$ cat config.mk
export PLATFORM = sky130hd
export DESIGN_NAME = seu_timing_stats
export DESIGN_NICKNAME = d
export VERILOG_FILES = /design/src/rtl/seu_stats_pkg.sv /design/src/rtl/seu_span_timer.sv /design/src/rtl/seu_inject_tracker.sv /design/src/rtl/seu_stats_mailbox.sv /design/src/rtl/seu_timing_stats.sv
export SDC_FILE = /design/constraint.sdc
export NUM_CORES = 1
export LEC_CHECK = 0
export ABC_AREA = 1
export BUFFER_PORTS_ARGS = -buffer_cell sky130_fd_sc_hd__buf_2
export CAP_MARGIN = 25
export CORE_ASPECT_RATIO = 1.25
export CORE_MARGIN = 3
export CORE_UTILIZATION = 60
export CTS_CLUSTER_DIAMETER = 50
export CTS_CLUSTER_SIZE = 24
export DETAILED_ROUTE_END_ITERATION = 10
export PLACE_DENSITY = 0.78
export REMOVE_ABC_BUFFERS = 1
export SKIP_LAST_GASP = 1
export SLEW_MARGIN = 20
export SYNTH_ARGS = -nofsm -noshare
export SYNTH_HDL_FRONTEND = slang
export SYNTH_SLANG_ARGS = --single-unit
$ cat constraint.sdc
create_clock -name clk -period 4.85 [get_ports clk]
set_input_delay 0.7275 -clock clk [delete_from_list [all_inputs] [get_ports clk]]
set_output_delay 0.7275 -clock clk [all_outputs]
set_load 0.05 [all_outputs]
$ cat src/rtl/seu_stats_pkg.sv
// Package: shared constants and types for the SEU timing statistics collector.
// Assumes: response word order is fixed and used by both mailbox and top.
package seu_stats_pkg;
    localparam logic [7:0] OPC_READ_STATS = 8'h40;
    localparam int         NUM_WORDS      = 6;
    localparam int         SECTOR_LSB     = 16;
    localparam logic [1:0] INJ_OPT_BEST   = 2'b01;
    localparam logic [1:0] INJ_OPT_WORST  = 2'b10;

    typedef enum logic [1:0] {
        INJ_IDLE  = 2'd0,
        INJ_SKIP  = 2'd1,
        INJ_ARMED = 2'd2
    } inj_state_e;
endpackage

$ cat src/rtl/seu_span_timer.sv
// Module: seu_span_timer
// Measures the clock distance between two strobes and holds the latest value.
// PERIODIC=1: distance between successive start strobes (stop is unused).
// PERIODIC=0: distance from a start strobe to the next stop strobe; start wins
// when both arrive in the same cycle. The count saturates one below all ones.
// Assumes: strobes are single-cycle and synchronous to clk.
module seu_span_timer #(
    parameter int                 CNT_W    = 32,
    parameter bit                 PERIODIC = 1'b0,
    parameter logic [CNT_W-1:0]   RST_VAL  = '0
) (
    input  logic             clk,
    input  logic             rst_n,
    input  logic             start_i,
    input  logic             stop_i,
    output logic [CNT_W-1:0] stat_o
);
    localparam logic [CNT_W-1:0] CNT_MAX  = {{(CNT_W-1){1'b1}}, 1'b0};
    localparam logic [CNT_W-1:0] CNT_ONE  = {{(CNT_W-1){1'b0}}, 1'b1};
    localparam logic [CNT_W-1:0] SENTINEL = '1;

    logic             running_q;
    logic [CNT_W-1:0] cnt_q;
    logic [CNT_W-1:0] stat_q;
    logic             capture;
    logic             close_run;

    // Pick the capture and close conditions for the chosen variant.
    generate
        if (PERIODIC) begin : g_periodic
            assign capture   = running_q && start_i;
            assign close_run = 1'b0;
        end else begin : g_span
            assign capture   = running_q && stop_i && !start_i;
            assign close_run = stop_i;
        end
    endgenerate

    // Run the saturating counter and latch it on capture.
    always_ff @(posedge clk) begin
        if (!rst_n) begin
            running_q <= 1'b0;
            cnt_q     <= '0;
            stat_q    <= RST_VAL;
        end else begin
            if (start_i) begin
                running_q <= 1'b1;
                cnt_q     <= CNT_ONE;
            end else if (running_q) begin
                if (close_run) begin
                    running_q <= 1'b0;
                end else if (cnt_q != CNT_MAX) begin
                    cnt_q <= cnt_q + CNT_ONE;
                end
            end
            if (capture) begin
                stat_q <= cnt_q;
            end
        end
    end

    assign stat_o = stat_q;

    // a running count never reaches the marker value
    p_cnt_below_marker_r7: assert property (@(posedge clk) disable iff (!rst_n)
        running_q |-> (cnt_q != SENTINEL));

    // a captured value is never the marker
    p_capture_not_marker_r7: assert property (@(posedge clk) disable iff (!rst_n)
        capture |=> (stat_o != SENTINEL));

    // without a capture the held value stays put
    p_hold_without_capture_r11: assert property (@(posedge clk) disable iff (!rst_n)
        !capture |=> $stable(stat_o));
endmodule

$ cat src/rtl/seu_inject_tracker.sv
// Module: seu_inject_tracker
// Times an injected error until the detect-end strobe picked by the timing
// option: best case = first detect-end, worst case = second detect-end.
// Other option codes are ignored. Holds all ones until the first capture.
// Assumes: a new valid injection restarts any measurement in progress.
module seu_inject_tracker
    import seu_stats_pkg::*;
#(
    parameter int CNT_W = 32
) (
    input  logic             clk,
    input  logic             rst_n,
    input  logic             inj_i,
    input  logic [1:0]       inj_mode_i,
    input  logic             det_end_i,
    output logic [CNT_W-1:0] stat_o
);
    localparam logic [CNT_W-1:0] CNT_MAX = {{(CNT_W-1){1'b1}}, 1'b0};
    localparam logic [CNT_W-1:0] CNT_ONE = {{(CNT_W-1){1'b0}}, 1'b1};

    inj_state_e       state_q;
    logic [CNT_W-1:0] cnt_q;
    logic [CNT_W-1:0] stat_q;
    logic             inj_take;

    // Accept only the two defined option codes.
    assign inj_take = inj_i && ((inj_mode_i == INJ_OPT_BEST) || (inj_mode_i == INJ_OPT_WORST));

    // Step the tracker and count from the injection.
    always_ff @(posedge clk) begin
        if (!rst_n) begin
            state_q <= INJ_IDLE;
            cnt_q   <= '0;
            stat_q  <= '1;
        end else if (inj_take) begin
            state_q <= (inj_mode_i == INJ_OPT_BEST) ? INJ_ARMED : INJ_SKIP;
            cnt_q   <= CNT_ONE;
        end else if (state_q != INJ_IDLE) begin
            if (cnt_q != CNT_MAX) begin
                cnt_q <= cnt_q + CNT_ONE;
            end
            if (det_end_i) begin
                if (state_q == INJ_ARMED) begin
                    stat_q  <= cnt_q;
                    state_q <= INJ_IDLE;
                end else begin
                    state_q <= INJ_ARMED;
                end
            end
        end
    end

    assign stat_o = stat_q;

    // while idle, anything but a valid injection leaves the tracker idle and the word unchanged
    p_idle_ignores_r4: assert property (@(posedge clk) disable iff (!rst_n)
        (state_q == INJ_IDLE && !inj_take) |=> (state_q == INJ_IDLE && $stable(stat_o)));

    // the skip state always advances to armed on a detect-end
    p_skip_then_armed_r4: assert property (@(posedge clk) disable iff (!rst_n)
        (state_q == INJ_SKIP && det_end_i && !inj_take) |=> (state_q == INJ_ARMED));

    // a captured injection time is never the marker
    p_inj_not_marker_r7: assert property (@(posedge clk) disable iff (!rst_n)
        (state_q == INJ_ARMED && det_end_i && !inj_take) |=> (stat_o != '1));
endmodule

$ cat src/rtl/seu_stats_mailbox.sv
// Module: seu_stats_mailbox
// Accepts one command at a time. A valid read snapshots all statistics and
// streams them one word per cycle. A bad opcode or unmonitored sector
// returns a single zero word flagged as an error.
// Assumes: the receiver takes every valid word (no back-pressure).
module seu_stats_mailbox
    import seu_stats_pkg::*;
#(
    parameter int                          CNT_W       = 32,
    parameter int                          SECTOR_W    = 4,
    parameter logic [(2**SECTOR_W)-1:0]    SECTOR_MASK = '1
) (
    input  logic                              clk,
    input  logic                              rst_n,
    input  logic [NUM_WORDS-1:0][CNT_W-1:0]   stats_i,
    input  logic                              cmd_valid_i,
    input  logic [7:0]                        cmd_opcode_i,
    input  logic [31:0]                       cmd_param_i,
    output logic                              cmd_ready_o,
    output logic                              rsp_valid_o,
    output logic [CNT_W-1:0]                  rsp_data_o,
    output logic                              rsp_last_o,
    output logic                              rsp_error_o
);
    localparam int                IDX_W    = $clog2(NUM_WORDS);
    localparam logic [IDX_W-1:0]  IDX_LAST = IDX_W'(NUM_WORDS - 1);
    localparam logic [IDX_W-1:0]  IDX_ONE  = IDX_W'(1);

    logic                            busy_q;
    logic                            err_q;
    logic [IDX_W-1:0]                idx_q;
    logic [NUM_WORDS-1:0][CNT_W-1:0] snap_q;
    logic [SECTOR_W-1:0]             sector;
    logic                            accept;
    logic                            req_ok;
    logic                            at_last;

    // Decode the request and the burst end.
    assign sector  = cmd_param_i[SECTOR_LSB +: SECTOR_W];
    assign req_ok  = (cmd_opcode_i == OPC_READ_STATS) && SECTOR_MASK[sector];
    assign accept  = cmd_valid_i && !busy_q;
    assign at_last = err_q || (idx_q == IDX_LAST);

    // Take a command, snapshot the statistics, then step through the words.
    always_ff @(posedge clk) begin
        if (!rst_n) begin
            busy_q <= 1'b0;
            err_q  <= 1'b0;
            idx_q  <= '0;
            snap_q <= '0;
        end else if (accept) begin
            busy_q <= 1'b1;
            err_q  <= !req_ok;
            idx_q  <= '0;
            snap_q <= stats_i;
        end else if (busy_q) begin
            if (at_last) begin
                busy_q <= 1'b0;
            end else begin
                idx_q <= idx_q + IDX_ONE;
            end
        end
    end

    // Drive the response from the burst state.
    always_comb begin
        cmd_ready_o = !busy_q;
        rsp_valid_o = busy_q;
        rsp_last_o  = busy_q && at_last;
        rsp_error_o = busy_q && err_q;
        rsp_data_o  = (busy_q && !err_q) ? snap_q[idx_q] : '0;
    end

    // a burst ends right after its last word
    p_last_ends_burst_r9: assert property (@(posedge clk) disable iff (!rst_n)
        rsp_last_o |=> !rsp_valid_o);

    // words of one burst come on consecutive cycles
    p_burst_no_gap_r9: assert property (@(posedge clk) disable iff (!rst_n)
        (rsp_valid_o && !rsp_last_o) |=> rsp_valid_o);

    // the snapshot does not move during a burst
    p_snapshot_frozen_r9: assert property (@(posedge clk) disable iff (!rst_n)
        (rsp_valid_o && !rsp_last_o) |=> $stable(snap_q));

    // an error answer is one zero word
    p_error_single_word_r10: assert property (@(posedge clk) disable iff (!rst_n)
        rsp_error_o |-> (rsp_last_o && rsp_data_o == '0));
endmodule

$ cat src/rtl/seu_timing_stats.sv
// Module: seu_timing_stats (top)
// Times scrub cycle, detect, correct, poll interval, pin overhead and
// inject-to-detect, and serves them over a sector-addressed mailbox.
// Assumes: all strobes are one cycle wide and synchronous to clk; the error
// pin level is already synchronised.
module seu_timing_stats
    import seu_stats_pkg::*;
#(
    parameter int                       CNT_W       = 32,
    parameter int                       SECTOR_W    = 4,
    parameter logic [(2**SECTOR_W)-1:0] SECTOR_MASK = 16'h0009
) (
    input  logic             clk,
    input  logic             rst_n,
    input  logic             cycle_start_i,
    input  logic             det_start_i,
    input  logic             det_end_i,
    input  logic             cor_start_i,
    input  logic             cor_end_i,
    input  logic             inj_i,
    input  logic [1:0]       inj_mode_i,
    input  logic             poll_start_i,
    input  logic             err_found_i,
    input  logic             err_pin_i,
    input  logic             cmd_valid_i,
    input  logic [7:0]       cmd_opcode_i,
    input  logic [31:0]      cmd_param_i,
    output logic             cmd_ready_o,
    output logic             rsp_valid_o,
    output logic [CNT_W-1:0] rsp_data_o,
    output logic             rsp_last_o,
    output logic             rsp_error_o
);
    // Timer slots: 0 cycle, 1 detect, 2 correct, 3 poll, 4 pin overhead.
    localparam int               NUM_TIMERS   = 5;
    localparam logic [4:0]       PERIODIC_MAP = 5'b01001;
    localparam logic [4:0]       MARKER_MAP   = 5'b00100;

    logic                            pin_q;
    logic                            pin_toggle;
    logic [NUM_TIMERS-1:0]           t_start;
    logic [NUM_TIMERS-1:0]           t_stop;
    logic [NUM_TIMERS-1:0][CNT_W-1:0] t_stat;
    logic [CNT_W-1:0]                inj_stat;
    logic [NUM_WORDS-1:0][CNT_W-1:0] stats;

    // Remember the previous pin level to spot a change.
    always_ff @(posedge clk) begin
        if (!rst_n) begin
            pin_q <= 1'b0;
        end else begin
            pin_q <= err_pin_i;
        end
    end

    assign pin_toggle = err_pin_i ^ pin_q;

    // Route each timer's start and stop strobes.
    always_comb begin
        t_start = {err_found_i, poll_start_i, cor_start_i, det_start_i, cycle_start_i};
        t_stop  = {pin_toggle,  1'b0,         cor_end_i,   det_end_i,   1'b0};
    end

    genvar gi;
    generate
        for (gi = 0; gi < NUM_TIMERS; gi++) begin : g_timer
            seu_span_timer #(
                .CNT_W    (CNT_W),
                .PERIODIC (PERIODIC_MAP[gi]),
                .RST_VAL  (MARKER_MAP[gi] ? {CNT_W{1'b1}} : {CNT_W{1'b0}})
            ) u_timer (
                .clk     (clk),
                .rst_n   (rst_n),
                .start_i (t_start[gi]),
                .stop_i  (t_stop[gi]),
                .stat_o  (t_stat[gi])
            );
        end
    endgenerate

    seu_inject_tracker #(
        .CNT_W (CNT_W)
    ) u_inject (
        .clk        (clk),
        .rst_n      (rst_n),
        .inj_i      (inj_i),
        .inj_mode_i (inj_mode_i),
        .det_end_i  (det_end_i),
        .stat_o     (inj_stat)
    );

    // Place the statistics in response order.
    always_comb begin
        stats[0] = t_stat[0];
        stats[1] = t_stat[1];
        stats[2] = t_stat[2];
        stats[3] = inj_stat;
        stats[4] = t_stat[3];
        stats[5] = t_stat[4];
    end

    seu_stats_mailbox #(
        .CNT_W       (CNT_W),
        .SECTOR_W    (SECTOR_W),
        .SECTOR_MASK (SECTOR_MASK)
    ) u_mailbox (
        .clk          (clk),
        .rst_n        (rst_n),
        .stats_i      (stats),
        .cmd_valid_i  (cmd_valid_i),
        .cmd_opcode_i (cmd_opcode_i),
        .cmd_param_i  (cmd_param_i),
        .cmd_ready_o  (cmd_ready_o),
        .rsp_valid_o  (rsp_valid_o),
        .rsp_data_o   (rsp_data_o),
        .rsp_last_o   (rsp_last_o),
        .rsp_error_o  (rsp_error_o)
    );

    // an accepted command with a foreign opcode yields an error word next cycle
    p_bad_opcode_errors_r10: assert property (@(posedge clk) disable iff (!rst_n)
        (cmd_valid_i && cmd_ready_o && cmd_opcode_i != OPC_READ_STATS) |=> (rsp_valid_o && rsp_error_o));
endmodule

; Word level (Yosys, flattened, before mapping)
; Memories as Yosys holds them, arrays and structs flattened.
; Index checks and enable logic that the tools add are counted.
[word_totals]
ff_bits = 589
latchBits = 0
ram_bits = 0
romBits = 16
input_bits = 54
output_inout_bits = 36
elab_cells = 169
mem_count = 1
[op_classes]
add_sub_neg = 7
n_mul = 0
n_div = 0
order_cmp = 2
eq_ne = 14
shift = 0
muxes = 46
bitwise = 7
n_reduce_logical = 58
[memory_table]
columns = memory, depth, word_bits, read_ports, rd_ports_with_merged_regs, wr, line
row1 = (no name shown), 16, 1, 1, 0, 0, seu_stats_mailbox.sv:40  ; assign req_ok = (cmd_opcode_i == OPC_READ_STATS) && SECTOR_MASK[sector];
[ops]
columns = operator, n
row1 = $add A32 B1 Y32 const B, 6
row2 = $ne A32 B32 Y1 const B, 6
row3 = $bmux W32 S3, 1
row4 = $mux W32, 2
row5 = $mux W1, 38
row6 = $reduce_bool A2 Y1, 14
row7 = $reduce_and A3 Y1, 6
row8 = $reduce_and A2 Y1, 8
row9 = $logic_and A1 B1 Y1, 14
row10 = $reduce_or A2 Y1, 7
row11 = $mux W2, 5
row12 = $eq A8 B7 Y1 const B, 1
row13 = $logic_not A1 Y1, 6
row14 = $ne A2 B2 Y1 const B, 3
row15 = $not A1 Y1, 6
row16 = $lt A4 B5 Y1 const B, 1
row17 = $eq A2 B2 Y1 const B, 2
row18 = $lt A3 B4 Y1 const B, 1
row19 = $reduce_and A4 Y1, 1
row20 = $add A3 B1 Y3 const B, 1
row21 = $eq A3 B3 Y1 const B, 1
row22 = $eq A2 B1 Y1 const B, 1
row23 = $logic_or A1 B1 Y1, 2
row24 = $xor A1 B1 Y1, 1

; Depth between registers and ports, before layout
; Gate-level depths: netlist of run 1.
[depth]
ltp_word = 5
ltp_mapped = 12
mapped_depth_nobuf = 12

; Modules after synthesis
; Synthesis of run 1 repeated with hierarchy kept, for this count alone.
[unflattened]
cells_unflattened = 4219
area_unflattened_um2 = 28861.4
[modules_own_cells]
columns = module, n_inst, cells_per_inst, area_per_inst_um2, seq_area_each_um2
row1 = seu_stats_mailbox, 1, 1266, 8948.6, 3943.8
row2 = seu_span_timer at g_timer[1].u_timer ..., 2, 492, 3286.9, 1301.2
row3 = seu_span_timer at g_timer[0].u_timer ..., 2, 486, 3260.6, 1301.2
row4 = seu_inject_tracker, 1, 497, 3428.3, 1321.3
row5 = seu_span_timer at g_timer[2].u_timer, 1, 491, 3339.5, 1301.2
row6 = seu_timing_stats, 1, 9, 50.0, 20.0

; Least setup slack after synthesis of run 1
; Ideal clock, no wire load.
[synth_path]
path_type = register to output
startpoint = register u_mailbox.busy_q (netlist: u_mailbox.rsp_valid_o)
endpoint = output rsp_data_o[10]
arrival_time_ns = 2.266
setup_slack_ns = 1.856
path_stages_with_launch = 6
path_cell_list = dfxtp_1 -> inv_1 -> nor2_1 -> inv_1 -> clkbuf_1 -> a21oi_1
[synth_between]
elab_chain_len = 2
[synth_rtl]
columns = item, line
row1 = "start, declared", seu_stats_mailbox.sv:29  ; logic busy_q;
row2 = "start signal, assigned", seu_stats_mailbox.sv:47  ; busy_q <= 1'b0;
row3 = "start signal, assigned", seu_stats_mailbox.sv:52  ; busy_q <= 1'b1;
row4 = "start signal, assigned", seu_stats_mailbox.sv:58  ; busy_q <= 1'b0;
row5 = $logic_and A1 B1 Y1, seu_stats_mailbox.sv:71  ; rsp_data_o = (busy_q && !err_q) ? snap_q[idx_q] : '0;
row6 = $mux W32, seu_stats_mailbox.sv:71
row7 = "end, declared", seu_timing_stats.sv:30  ; output logic [CNT_W-1:0] rsp_data_o,
; Every way passes these cells.

; Final worst setup path of run 1
[layout_path]
startpoint = register u_mailbox.idx_q[2]
endpoint = output rsp_data_o[28]
[layout_between]
elab_chain_len = 3
[layout_rtl]
columns = item, line
row1 = "start, declared", seu_stats_mailbox.sv:31  ; logic [IDX_W-1:0] idx_q;
row2 = "start signal, assigned", seu_stats_mailbox.sv:60  ; idx_q <= idx_q + IDX_ONE;
row3 = $bmux W32 S3, seu_stats_mailbox.sv:71
row4 = $mux W32 (implied by the code), seu_stats_mailbox.sv:71
row5 = $mux W32, seu_stats_mailbox.sv:71
; Every way passes these cells. The select of a mux whose other input is x is not followed.

==> results of run 1 <==
## report_power, final
group | internal, mW | total, mW | switching [mW] | leakage (nW)
Combinational | 0.252 | 0.909 | 0.656 | 5.41
Sequential | 5.06 | 5.23 | 0.172 | 4.81
Clock | 2.20 | 4.31 | 2.11 | 0.841
Total | 7.51 | 10.5 | 2.94 | 11.1
## flip-flops by register name, indices dropped and copies added (netlist names)
signal,cells
u_mailbox.snap_q,192
g_timer.u_timer.stat_o,160
u_mailbox.err_q,1
u_inject.state_q,2
u_mailbox.idx_q,3
u_inject.cnt_q,32
pin_q,1
g_timer.u_timer.cnt_q,160
g_timer.u_timer.running_q,5
u_inject.stat_o,32
u_mailbox.rsp_valid_o,1
## kinds of logic (layout without fill, tap and decap cells)
logic type               after synthesis  count (layout)  share of synthesized area [%]
flip-flops                           589             589                           42.2
buffers and inverters                458             412                           7.04
AND/OR/NAND/NOR                     2195            2195                           31.8
AO/OA/AOI/OAI                        803             803                           15.6
adder cells (fa/ha/maj)               15              15                          0.672
XOR/XNOR                              84              84                           2.63
## worst paths after layout
check	depth (start not counted)	end	slack, ns	from
setup reg to reg	6	u_mailbox.snap_q[191]	2.12	u_mailbox.rsp_valid_o
hold / removal	3	pin_q	0.33	err_pin_i
setup / recovery	7	rsp_data_o[28]	1.08	u_mailbox.idx_q[2]
hold reg to reg	2	g_timer[2].u_timer.stat_o[15]	0.46	g_timer[2].u_timer.stat_o[15]
## layout by cell type (no fill, tap or decap), drive strengths merged
cell type / netlist / routed
o211ai: 48 / 48
a221oi: 1 / 1
ha: 15 / 15
nand3: 164 / 164
nor2: 974 / 974
nor3: 14 / 14
clkinv: 6 / 14
buf: 66 / 82
xor2: 71 / 71
clkinvlp: 0 / 3
inv: 240 / 258
or2: 1 / 1
nand4: 43 / 43
nand2: 994 / 994
dfxtp: 589 / 589
clkbuf: 146 / 51
and3: 1 / 1
a21oi: 257 / 257
bufinv: 0 / 4
o21ai: 433 / 433
nand3b: 2 / 2
o22ai: 32 / 32
nor4: 2 / 2
o21a: 32 / 32
xnor2: 13 / 13
## metal layers
metal	GRT usage (%)	vias to the layer above	share of wire [%]
met2	52.3	725	47
met5	0	-	0.013
li1	-	13144	-
met1	39.8	11892	43
met3	4.72	160	6.0
met4	12.2	2	4.3
## cell type report
cell class / count / area share (%)
well taps: 578 / 2.42
clock inverters: 33 / 1.76
clock buffers: 51 / 4.08
flip-flops and latches: 589 / 39.4
multi-input cells: 3097 / 47.4
inverters: 246 / 3.12
repair buffers: 82 / 1.78
## tightest hold or removal path, stage by stage
cell	delay (ns)
buf_2	0.09
nand2_1	0.04
inv_1	0.04
==> flow_summary.yaml, run 1 <==
placed_design:
  numPortBuffers: 61
  place_area_sq_mm: 0.0281
  place_hpwl_mm: 54.8
  dpl_worst_slack_ns: 1.42
  gp_congestion: 0.972
  dp_cells: 4590
global_route:
  track_usage_pct: 30.9
  gr-total-overflow: 0
  grt_max_degree: 262
  grt_pass1_wl_mm: 123
  antenna_found_initial: 1
  grt_pass1_vias: 23572
routing:
  antenna_left: 0
  wl_mm: 77.1
  routedWlPerCell_microns: 16.5
  first_iter_violations: 1920
  num_vias: 25923
  drt_first_pass_iters: 6
  routed_via_density: 5.54
  drc: 0
cts:
  cts_tree: "yes"
  cts.path.max_buffers: 3
  htreeDepth: 2
  cts-root-buf: "clkbuf_16"
  postCtsSetupBuffers: 0
  hold_buffers: 0
  numCtsBuffers: 46
  clk_latency_ns: 0.61
  cts.sinks: 589
  cts_resized: 0
  path_clk_slew_ns: 0.08
final_layout:
  layout.cells.non_filler: 4676
  antenna_cells: 0
  drive_above_1_share_pct: 6.73
  fillers: 4224
  final_core_util_pct: 65.6
  nets: 4131
  area.sequential_sq_mm: 0.0118
  area_delta_synth_final_pct: 7.10
  final_cell_area_sq_mm: 0.0299
  multi_input_area_sq_mm: 0.0142
setup_path:
  path_max_fanout: 19
  crit_family: "buffers and inverters"
  endpoint_kind: "primary output"
  critPathRequiredTime_ns: 4.12
  crit_arrival_ns: 3.05
  crit_path_start_kind: "flop"
  path_cells: "clkinv_1 > nor2_2 > buf_4 > o21a_1 > o21ai_0 > a21oi_1 > buf_2"
  crit_type: "reg2out"
  cp_slowest_cell: "nor2_2"
  critPathMaxStageDelay_ns: 0.68
  crit_buf_inv: 3
outcome:
  status: "finished, final reports clean"
timing:
  maxSlewHeadroom_pct: 21.4
  worst_pin_slew_ns: 1.18
  whs_ns: 0.330
  finalCritPeriodShare_pct: 77.8
  fmax_mhz: 265
  rsz0062_at_grt: "false"
  tns_ns: 0
  slew_violations: 0
  setup_viol: 0
  final.min_clock_period_ns: 3.77
  skew_ns: 0.0247
  finalWorstSetupSlack_ns: 1.08
  hold_violations: 0
pwr:
  p_leak_nw: 11.1
  irDropWorstVdd_uv: 358
  power_density_mw_per_mm2: 350
  p_total_mw: 10.5
synth:
  syn_area_sq_mm: 0.0279
  synth_commonest_cells: "nand2_1 (959), nor2_1 (941), dfxtp_1 (589)"
  async_reset_ff_share_pct: 0
  ys.flop_type: "dfxtp_1"
  avgSynthCellArea_sq_um: 6.74
  synth.distinct_cells: 39
  synthTopCellsByArea: "dfxtp_1 (42%), nand2_1 (13%), nor2_1 (13%)"
  yosysTopAreaCell: "dfxtp_1"
  seq_area_frac_synth_pct: 42.2
  yosys.cell_count.top_type: "nand2_1"
  ys_seq_elements: 589
  synth_edf_count: 0
  netlist_instances: 4144
  synth_top_area_share_pct: 42.2
  ys.warnings.count: 0
worst_hold_path:
  hold_class: "in2reg"
floorplanning:
  die_y_microns: 247
  rows: 87
  num_io_pins: 90
  dieArea_sq_mm: 0.0492
  fp.dieW_microns: 199
  start_util_pct: 61.2
  fp.coreArea_sq_mm: 0.0456
run:
  maxCapViolations: 0
No activity file was read; power rests on OpenSTA's default activity.
==> run 2: changes to the inputs <==
ABC_AREA = 0   (was 1)
CORE_UTILIZATION = 56   (was 60)
PLACE_DENSITY = 0.77   (was 0.78)
clock period = 3.2 ns   (was 4.85 ns; I/O delays follow)
==> run 2 against run 1 <==
  * Sequential share of layout area increased by 2.3 points
  * Largest cell class unchanged
  * Area after synthesis decreased by 6.6%
  * Critical path type unchanged
  * Non-clock buffer count increased by 15
  * Register-to-register slack got worse by 1.3 ns
  * Global-route usage decreased by 3.7 points
  * Cell area decreased by 5.5%
  * First-iteration DRC count decreased by 21%
==> flow_summary.yaml, run 2 <==
routing:
  drt_first_pass_iters: 8
  num_vias: 22064
  antenna_left: 0
  routedWlPerCell_microns: 18.5
  wl_mm: 67.7
  routed_via_density: 6.04
  drc: 0
  first_iter_violations: 1509
setup_path:
  crit_family: "flip-flops"
  critPathMaxStageDelay_ns: 0.74
  crit_type: "reg2out"
  rrSetupSlack_ns: 0.80
  critPathRequiredTime_ns: 2.72
  crit_buf_inv: 2
  path_cells: "buf_4 > mux4_2 > a22oi_1 > nor2_1 > buf_2"
  endpoint_kind: "primary output"
  path_max_fanout: 13
  cp_slowest_cell: "dfxtp_1"
  crit_arrival_ns: 2.62
  crit_path_start_kind: "flop"
final_layout:
  final_cell_area_sq_mm: 0.0283
  mostFrequentLayoutCells: "nand2_1 (867), dfxtp_1 (588), a21boi_0 (323)"
  nets: 3109
  largest_reg_flops: 192
  area_delta_synth_final_pct: 8.43
  drive_above_1_share_pct: 10.1
  antenna_cells: 0
  final_common_cell: "nand2_1"
  layout.cells.non_filler: 3652
  regMostFlops: "u_mailbox.snap_q"
  fillers: 3834
  multi_input_area_sq_mm: 0.0134
  final_core_util_pct: 62.0
  area.sequential_sq_mm: 0.0118
cts:
  hold_buffers: 0
  cts-root-buf: "clkbuf_16"
  postCtsSetupBuffers: 0
  cts.sinks: 589
  path_clk_slew_ns: 0.08
  cts_tree: "yes"
  htreeDepth: 2
  numCtsBuffers: 44
  cts.path.max_buffers: 3
  cts_resized: 0
  clk_latency_ns: 0.59
global_route:
  grt_pass1_wl_mm: 109
  grt_max_degree: 192
  grtUsageMet2_pct: 48.8
  antenna_found_initial: 1
  track_usage_pct: 27.2
  grt_pass1_vias: 21153
  grt_util_met3_pct: 3.01
  grt-busiest-layer: "met2"
  gr-total-overflow: 0
  grt_use_met1_pct: 32.7
pwr:
  p_sw_mw: 3.77
  power_density_mw_per_mm2: 512
  p_clk_share_pct: 42.3
  p_int_mw: 10.7
  switching_share_pct: 26.1
  p_leak_nw: 9.42
  irDropWorstVdd_uv: 396
  p_total_mw: 14.5
  comb_power_share_pct: 5.4
  seqPwrFrac_pct: 52.3
synth:
  netlist_instances: 3099
  ys_seq_elements: 589
  ys.warnings.count: 0
  synth_commonest_cells: "nand2_1 (868), dfxtp_1 (589), a21boi_0 (323)"
  synthTopCellsByArea: "dfxtp_1 (45%), nand2_1 (12%), a21boi_0 (9.3%)"
  ys.flop_type: "dfxtp_1"
  synth_edf_count: 0
  seq_area_frac_synth_pct: 45.2
  yosys.cell_count.top_type: "nand2_1"
  synth.distinct_cells: 75
  synth_top_area_share_pct: 45.2
  async_reset_ff_share_pct: 0
  avgSynthCellArea_sq_um: 8.42
  syn_area_sq_mm: 0.0261
  yosysTopAreaCell: "dfxtp_1"
floorplanning:
  dieArea_sq_mm: 0.0492
  fp.dieW_microns: 199
  start_util_pct: 57.2
  fp.coreArea_sq_mm: 0.0456
  die_y_microns: 247
  num_io_pins: 90
  rows: 87
run:
  maxCapViolations: 0
timing:
  skew_ns: 0.0185
  finalCritPeriodShare_pct: 97.0
  rsz0062_at_grt: "false"
  fmax_mhz: 322
  tns_ns: 0
  worst_pin_slew_ns: 1.02
  finalWorstSetupSlack_ns: 0.0964
  maxSlewHeadroom_pct: 31.7
  whs_ns: 0.136
  slew_violations: 0
  setup_viol: 0
  final.min_clock_period_ns: 3.10
  hold_violations: 0
placed_design:
  gp_congestion: 0.905
  dpl_worst_slack_ns: 0.550
  place_hpwl_mm: 47.9
  place_area_sq_mm: 0.0267
  numPortBuffers: 61
  dp_cells: 3572
outcome:
  status: "finished, final reports clean"
worst_hold_path:
  hold_class: "in2reg"
run 2: cell types whose count changed after synthesis, sizes merged, moves of 44 or more:
cell,previous run,this run
nand2,994,868
or4,0,44
xor2,71,8
or3,0,79
nand3,164,109
nor2,974,124
inv,240,37
a21boi,0,323
a21oi,257,121
o21ai,433,86
run 2: cell type report:
type	instances	area share, %
clock buffers	46	4.00
flip-flops and latches	589	41.7
clock inverters	34	1.64
well taps	578	2.56
repair buffers	97	2.35
multi-input cells	2271	47.3
inverters	37	0.491
run 2: final timing paths:
| kind | startpoint | to | cells after the start |
|---|---|---|---|
| hold / removal | err_pin_i | pin_q | 2 |
| hold reg to reg | g_timer[3].u_timer.stat_o[18] | u_mailbox.snap_q[146] | 2 |
| setup reg to reg | g_timer[4].u_timer.cnt_q[25] | g_timer[4].u_timer.cnt_q[7] | 5 |
| setup / recovery | u_mailbox.idx_q[1] | rsp_data_o[1] | 5 |
run 2: cells by family after synthesis:
logic type	Yosys count	synth area share, %
AND/OR/NAND/NOR	1439	25.5
AO/OA/AOI/OAI	698	18.9
XOR/XNOR	49	1.65
multiplexers	70	4.38
buffers and inverters	239	3.67
adder cells (fa/ha/maj)	15	0.720
flip-flops	589	45.2
run 2: power groups by stage:
stage | clock [mW] | sequential [mW] | combinational, mW
after global routing | 6.50 | 7.58 | 0.865
after CTS | 6.22 | 7.56 | 0.788
after floorplan | 0 | 7.71 | 0.494
after detailed placement | 0 | 7.73 | 0.785
final | 6.12 | 7.56 | 0.786
after global placement | 0 | 7.73 | 0.767
run 2: routing by layer:
metal	vias to the layer above	wire (microns)
met2	593	34500
met4	0	3260
met5	-	0
li1	10696	-
met1	10612	26900
met3	163	3070
run 2: worst register-to-register path, stage by stage (launching register included):
cell and delay, ns:
dfxtp_1 0.42, nand4_1 0.25, or4_1 0.80, o31ai_4 0.52, or3_1 0.20, a21oi_1 0.07
